**src/rtl/mzc_pkg.sv**
```systemverilog
// Package: shared types and derived-constant helpers for the mains-locked
// bit clock. Assumes integer parameters small enough for 32-bit math.
package mzc_pkg;

    typedef logic [7:0] adj_t;

    // Half-width of the lock window in cycles for a given divisor.
    function automatic int unsigned tol_cycles(input int unsigned half, input int unsigned div);
        return half / div;
    endfunction

endpackage

```
**src/rtl/mzc_zc_sync.sv**
```systemverilog
// Two-flop synchroniser plus rising-edge detector for the zero-cross input.
// Assumes zc_in is asynchronous and its pulses last at least two clocks.
module mzc_zc_sync (
    input  logic clk,
    input  logic rst_n,
    input  logic zc_in,
    output logic zc_rise
);

    logic s1_q, s2_q, s3_q;

    // Purpose: resynchronise the input and keep one delayed copy for edge detection.
    always_ff @(posedge clk) begin
        if (!rst_n) begin
            s1_q <= 1'b0;
            s2_q <= 1'b0;
            s3_q <= 1'b0;
        end else begin
            s1_q <= zc_in;
            s2_q <= s1_q;
            s3_q <= s2_q;
        end
    end

    // Purpose: flag the first synchronised high cycle.
    always_comb zc_rise = s2_q & ~s3_q;

endmodule

```
**src/rtl/mzc_phase_ctr.sv**
```systemverilog
// Phase counter over one mains half period. A crossing loads adj*STEP_CYC;
// otherwise the counter advances and wraps. Frame and slot strobes are issued
// when the phase moves onto zero or onto a slot boundary.
// Assumes 255*STEP_CYC < HALF_CYC and HALF_CYC divisible by BIT_SLOTS.
module mzc_phase_ctr
    import mzc_pkg::*;
#(
    parameter int unsigned HALF_CYC  = 240000,
    parameter int unsigned STEP_CYC  = 624,
    parameter int unsigned BIT_SLOTS = 3,
    localparam int unsigned PH_W     = $clog2(HALF_CYC + 1)
) (
    input  logic            clk,
    input  logic            rst_n,
    input  logic            zc_rise,
    input  adj_t            adj,
    output logic [PH_W-1:0] phase_q,
    output logic            frame_stb,
    output logic            bit_stb
);

    localparam int unsigned SLOT_CYC = HALF_CYC / BIT_SLOTS;
    localparam logic [PH_W-1:0] LAST = PH_W'(HALF_CYC - 1);

    logic [PH_W-1:0]      load_val;
    logic [PH_W-1:0]      phase_d;
    logic [BIT_SLOTS-1:0] slot_hit;
    logic                 moved;

    // Purpose: scale the adjust value into a phase preload.
    always_comb load_val = PH_W'(adj) * PH_W'(STEP_CYC);

    // Purpose: next phase: preload on a crossing, else advance with wrap.
    always_comb begin
        if (zc_rise)
            phase_d = load_val;
        else if (phase_q == LAST)
            phase_d = '0;
        else
            phase_d = phase_q + PH_W'(1);
    end

    // Purpose: a strobe needs the phase to arrive at a point, not sit on it.
    always_comb moved = (phase_d != phase_q);

    // One comparator per bit-slot boundary.
    for (genvar j = 0; j < BIT_SLOTS; j++) begin : g_slot
        always_comb slot_hit[j] = (phase_d == PH_W'(j * SLOT_CYC));
    end

    // Purpose: register phase and strobes together so they stay aligned.
    always_ff @(posedge clk) begin
        if (!rst_n) begin
            phase_q   <= '0;
            frame_stb <= 1'b0;
            bit_stb   <= 1'b0;
        end else begin
            phase_q   <= phase_d;
            frame_stb <= moved && (phase_d == '0);
            bit_stb   <= moved && (|slot_hit);
        end
    end

endmodule

```
**src/rtl/mzc_lock_det.sv**
```systemverilog
// Lock detector: measures the cycles between crossings and counts consecutive
// intervals inside +/- HALF_CYC/TOL_DIV of the nominal half period.
// Assumes zc_rise is a single-cycle pulse.
module mzc_lock_det
    import mzc_pkg::*;
#(
    parameter int unsigned HALF_CYC = 240000,
    parameter int unsigned TOL_DIV  = 100,
    parameter int unsigned LOCK_RUN = 4
) (
    input  logic clk,
    input  logic rst_n,
    input  logic zc_rise,
    output logic lock
);

    localparam int unsigned TOL  = tol_cycles(HALF_CYC, TOL_DIV);
    localparam int unsigned LO   = HALF_CYC - TOL;
    localparam int unsigned HI   = HALF_CYC + TOL;
    localparam int unsigned IV_W = $clog2(HI + 2);
    localparam int unsigned GC_W = $clog2(LOCK_RUN + 1);

    logic [IV_W-1:0] ivl_q;
    logic [GC_W-1:0] good_q;
    logic            in_win;
    logic            overdue;

    // Purpose: cycles since the last crossing, saturating just past the window.
    always_ff @(posedge clk) begin
        if (!rst_n)
            ivl_q <= IV_W'(HI + 1);
        else if (zc_rise)
            ivl_q <= IV_W'(1);
        else if (!overdue)
            ivl_q <= ivl_q + IV_W'(1);
    end

    // Purpose: classify the current interval against the window.
    always_comb begin
        overdue = (ivl_q > IV_W'(HI));
        in_win  = (ivl_q >= IV_W'(LO)) && !overdue;
    end

    // Purpose: run length of good intervals; any bad or missing one restarts it.
    always_ff @(posedge clk) begin
        if (!rst_n)
            good_q <= '0;
        else if (zc_rise) begin
            if (!in_win)
                good_q <= '0;
            else if (good_q != GC_W'(LOCK_RUN))
                good_q <= good_q + GC_W'(1);
        end else if (overdue)
            good_q <= '0;
    end

    // Purpose: lock when the run reaches its target.
    always_comb lock = (good_q == GC_W'(LOCK_RUN));

endmodule

```
**src/rtl/mzc_bitclk.sv**
```systemverilog
// Top: mains-locked bit clock with programmable zero-cross phase offset.
// Assumes a free-running system clock; all outputs are registered or
// derived from registers, and change only on rising clock edges.
module mzc_bitclk
    import mzc_pkg::*;
#(
    parameter int unsigned HALF_CYC  = 240000,
    parameter int unsigned STEP_CYC  = 624,
    parameter int unsigned BIT_SLOTS = 3,
    parameter int unsigned TOL_DIV   = 100,
    parameter int unsigned LOCK_RUN  = 4,
    localparam int unsigned PH_W     = $clog2(HALF_CYC + 1)
) (
    input  logic       clk,
    input  logic       rst_n,
    input  logic       zc_in,
    input  logic [7:0] zc_adj,
    output logic       bit_stb,
    output logic       frame_stb,
    output logic       mains_lock
);

    logic            zc_rise;
    logic [PH_W-1:0] phase_q;

    mzc_zc_sync u_sync (
        .clk     (clk),
        .rst_n   (rst_n),
        .zc_in   (zc_in),
        .zc_rise (zc_rise)
    );

    mzc_phase_ctr #(
        .HALF_CYC  (HALF_CYC),
        .STEP_CYC  (STEP_CYC),
        .BIT_SLOTS (BIT_SLOTS)
    ) u_phase (
        .clk       (clk),
        .rst_n     (rst_n),
        .zc_rise   (zc_rise),
        .adj       (adj_t'(zc_adj)),
        .phase_q   (phase_q),
        .frame_stb (frame_stb),
        .bit_stb   (bit_stb)
    );

    mzc_lock_det #(
        .HALF_CYC (HALF_CYC),
        .TOL_DIV  (TOL_DIV),
        .LOCK_RUN (LOCK_RUN)
    ) u_lock (
        .clk     (clk),
        .rst_n   (rst_n),
        .zc_rise (zc_rise),
        .lock    (mains_lock)
    );

endmodule

```
**config.mk**
```make
export PLATFORM = sky130hd
export DESIGN_NAME = mzc_bitclk
export DESIGN_NICKNAME = d
export VERILOG_FILES = /design/src/rtl/mzc_pkg.sv /design/src/rtl/mzc_zc_sync.sv /design/src/rtl/mzc_phase_ctr.sv /design/src/rtl/mzc_lock_det.sv /design/src/rtl/mzc_bitclk.sv
export SDC_FILE = /design/constraint.sdc
export NUM_CORES = 1
export LEC_CHECK = 0
export BUFFER_PORTS_ARGS = -buffer_cell sky130_fd_sc_hd__buf_2
export CELL_PAD_IN_SITES_DETAIL_PLACEMENT = 0
export CELL_PAD_IN_SITES_GLOBAL_PLACEMENT = 1
export CORE_AREA = 2 2 107 161
export CTS_CLUSTER_DIAMETER = 100
export DETAILED_ROUTE_END_ITERATION = 10
export DIE_AREA = 0 0 109 163
export GPL_TIMING_DRIVEN = 0
export PLACE_DENSITY_LB_ADDON = 0.1
export SLEW_MARGIN = 20
export SYNTH_ARGS = -nofsm -noshare
export SYNTH_HDL_FRONTEND = slang
export SYNTH_SLANG_ARGS = --single-unit
```
**constraint.sdc**
```tcl
create_clock -name clk -period 11.9 [get_ports clk]
set_input_delay 2.38 -clock clk [delete_from_list [all_inputs] [get_ports clk]]
set_output_delay 2.38 -clock clk [all_outputs]
set_load 0.02 [all_outputs]
```
==> impl_metrics.json <==
{
  "drtIter0Drc": 104,
  "totalWireLength_um": 10800,
  "hold_viol": 0,
  "place.gp.congestion": 0.827,
  "drv_cap": 0,
  "num_rows": 58,
  "internal-power_mw": 0.336,
  "io-pin-count": 14,
  "cts-resized-gates": 0,
  "ff_latch_area_um2": 881,
  "path_class": "in -> reg",
  "ys_async_sr_fraction_pct": 0,
  "crit_path_start_kind": "primary input",
  "numPlacedInstances": 668,
  "preCtsSetupSlack_ns": 5.42,
  "htree_levels": 2,
  "coreArea_mm2": 0.0165,
  "holdBufCountCts": 0,
  "fp.dieW_um": 109,
  "synth_edf_count": 0,
  "cts_setup_buffers": 0,
  "vdd_drop_max_mv": 0.103,
  "min_period_ns": 6.06,
  "yosysWarnings": 0,
  "post-dp-hpwl_um": 8850,
  "drv_slew": 0,
  "combPwrFrac_pct": 37.2,
  "ys_seq_elements": 44,
  "fmax_ghz": 0.165,
  "rsz0062_at_grt": "false",
  "synth-seq-area-share_pct": 23.7,
  "cts_root_buffer": "clkbuf_16",
  "power.total_mw": 0.520,
  "grt_util_all_layers_pct": 13.0,
  "netlist_instances": 445,
  "clk_latency_ns": 0.29,
  "fin_worst_skew_ns": 0.00705,
  "p_clk_share_pct": 30.4,
  "path_clk_slew_ns": 0.07,
  "grt_pass1_vias": 3237,
  "relSlewSlack_pct": 52.2,
  "avgSynthCellArea_um2": 8.36,
  "port_buffers": 13,
  "yosysUniqueCellTypes": 69,
  "synth_fp_nets": 493,
  "worst_pin_slew_ns": 0.710,
  "instances_no_fill": 676,
  "cts_buffers": 5,
  "gr-total-overflow": 0,
  "die_h_um": 163,
  "multi_input_comb_area_mm2": 0.00253,
  "first_pass_iters": 4,
  "drtAntennaViolNets": 0,
  "die-area_mm2": 0.0178,
  "viasPerCell": 4.59,
  "fin_ws_ns": 5.84,
  "status": "complete, no violations",
  "cts_tree": "done",
  "hold_slack_ns": 0.434,
  "clockBufferDepth": 2,
  "seqPwrFrac_pct": 32.4,
  "crit_required_ns": 12.10,
  "routedWlPerCell_um": 16.0,
  "worstHoldPathType": "reg -> reg",
  "syn-cell-area_mm2": 0.00372,
  "swShare_pct": 35.4,
  "p_leak_nw": 1.72,
  "finalCritPeriodShare_pct": 50.9,
  "initial_core_util_pct": 22.6,
  "switching_power_mw": 0.184,
  "antenna_cells": 0,
  "cp_max_fo": 7,
  "end_kind": "flop",
  "final_nets": 513,
  "fin_setup_tns_ns": 0,
  "antenna_found_initial": 0,
  "drc": 0,
  "drive_gt1_share_pct": 12.2,
  "vias": 3100,
  "area_delta_synth_final_pct": 13.2,
  "crit_arrival_ns": 6.27,
  "final-setup-viol-count": 0,
  "p_per_area_mw_per_mm2": 123,
  "fillers": 1810,
  "grt_pass1_wl_um": 17500,
  "cts.sinks": 44,
  "synth_ff_type": "dfxtp_1",
  "grt_max_degree": 14
}
-- cell families after synthesis --
kind of cell | Yosys count | share of synthesized area (%)
multiplexers | 2 | 0.538
AND/OR/NAND/NOR | 169 | 27.2
AO/OA/AOI/OAI | 84 | 14.9
flip-flops | 44 | 23.7
adder cells (fa/ha/maj) | 37 | 14.7
XOR/XNOR | 45 | 10.8
buffers and inverters | 64 | 8.28
-- metal layers --
layer | global-route usage, % | part of all wire, %
met1 | 12.5 | 37
met5 | 0 | 0
met2 | 27.3 | 59
met4 | 4.31 | 2.1
met3 | 1.20 | 1.1
-- power groups by stage --
| stage | combinational, mW | clock (mW) | sequential, mW |
|---|---|---|---|
| floorplan | 0.150 | 0 | 0.169 |
| finish | 0.194 | 0.158 | 0.168 |
| CTS | 0.198 | 0.165 | 0.168 |
| global placement | 0.197 | 0 | 0.172 |
| global route | 0.225 | 0.170 | 0.170 |
| detailed placement | 0.195 | 0 | 0.172 |
-- stage by stage --
stage / area (um2) / utilization (%)
after CTS: 4210 / 25.6
after detailed placement: 4050 / 24.6
after global routing: 4210 / 25.6
after floorplan: 3720 / -
final: 4210 / 25.6
after global placement: 4050 / 24.6
-- area by class of cell --
type,instances,area share (%)
Multi-Input combinational cell,337,60.1
Tap cell,210,6.24
Clock buffer,6,3.06
Timing Repair Buffer,13,1.55
Sequential cell,44,20.9
Buffer,20,3.39
Inverter,44,3.92
Clock inverter,2,0.832
-- placed cells by master, fill, tap and decap left out, drive strengths merged, types with 4 or more instances in the layout --
| cell | synthesis | routed |
|---|---|---|
| xor2 | 26 | 26 |
| o211ai | 4 | 4 |
| nor2b | 6 | 6 |
| a211oi | 5 | 5 |
| xnor2 | 19 | 19 |
| a21oi | 17 | 17 |
| and2 | 10 | 10 |
| ha | 26 | 26 |
| fa | 11 | 11 |
| nor3 | 16 | 16 |
| buf | 8 | 21 |
| nor2 | 34 | 34 |
| inv | 44 | 44 |
| clkbuf | 12 | 18 |
| nor4 | 9 | 9 |
| o21ai | 29 | 29 |
| nand4 | 18 | 18 |
| a21o | 4 | 4 |
| a31oi | 7 | 7 |
| nand2 | 31 | 31 |
| dfxtp | 44 | 44 |
| nand3 | 19 | 19 |
-- worst paths after layout --
check | end | startpoint | cells past startpoint | slack (ns)
setup / recovery | u_phase.frame_stb | zc_adj[4] | 16 | 5.84
hold / removal | u_sync.s2_q | u_sync.s1_q | 1 | 0.43
setup reg to reg | u_phase.frame_stb | u_phase.phase_q[0] | 9 | 8.98
hold reg to reg | u_sync.s2_q | u_sync.s1_q | 1 | 0.43
-- cell usage after synthesis (3+ instances only) --
cell type	n	area [um2]
ha_1	26	325
xor2_1	26	228
nand3_1	16	80.1
o21ai_0	25	125
nand2_1	31	116
a21o_1	4	30.0
fa_1	11	220
nor2_1	33	124
buf_4	4	30.0
nor2b_1	6	37.5
nand4b_1	3	26.3
and4_1	3	26.3
a211oi_1	4	30.0
nand4_1	16	100
clkbuf_8	4	55.1
xnor2_1	18	158
nor3_1	16	80.1
and2_1	10	62.6
a31oi_1	6	37.5
inv_1	44	165
nor4_1	6	37.5
buf_2	3	15.0
o211ai_1	4	30.0
a21oi_1	17	85.1
dfxtp_1	44	881
nand2b_1	3	18.8
clkbuf_1	7	26.3
-- sequential cells by signal, summed over array words and instances, names as in the netlist --
register / count
u_phase.frame_stb: 1
u_phase.phase_q: 18
u_sync.s1_q: 1
u_phase.bit_stb: 1
u_lock.good_q: 3
u_lock.ivl_q: 18
u_sync.s2_q: 1
u_sync.s3_q: 1
-- worst max-delay path: stages --
cell	delay [ns]
buf_2	0.10
inv_1	0.11
fa_1	0.55
inv_1	0.04
ha_1	0.29
fa_1	0.49
ha_1	0.29
buf_2	0.16
o21ai_0	0.23
o21ai_0	0.18
a31oi_1	0.23
xor2_1	0.21
or2_2	0.17
a21boi_0	0.31
nand4_1	0.25
nor3_1	0.26
Power figures use the tool's default switching activity.
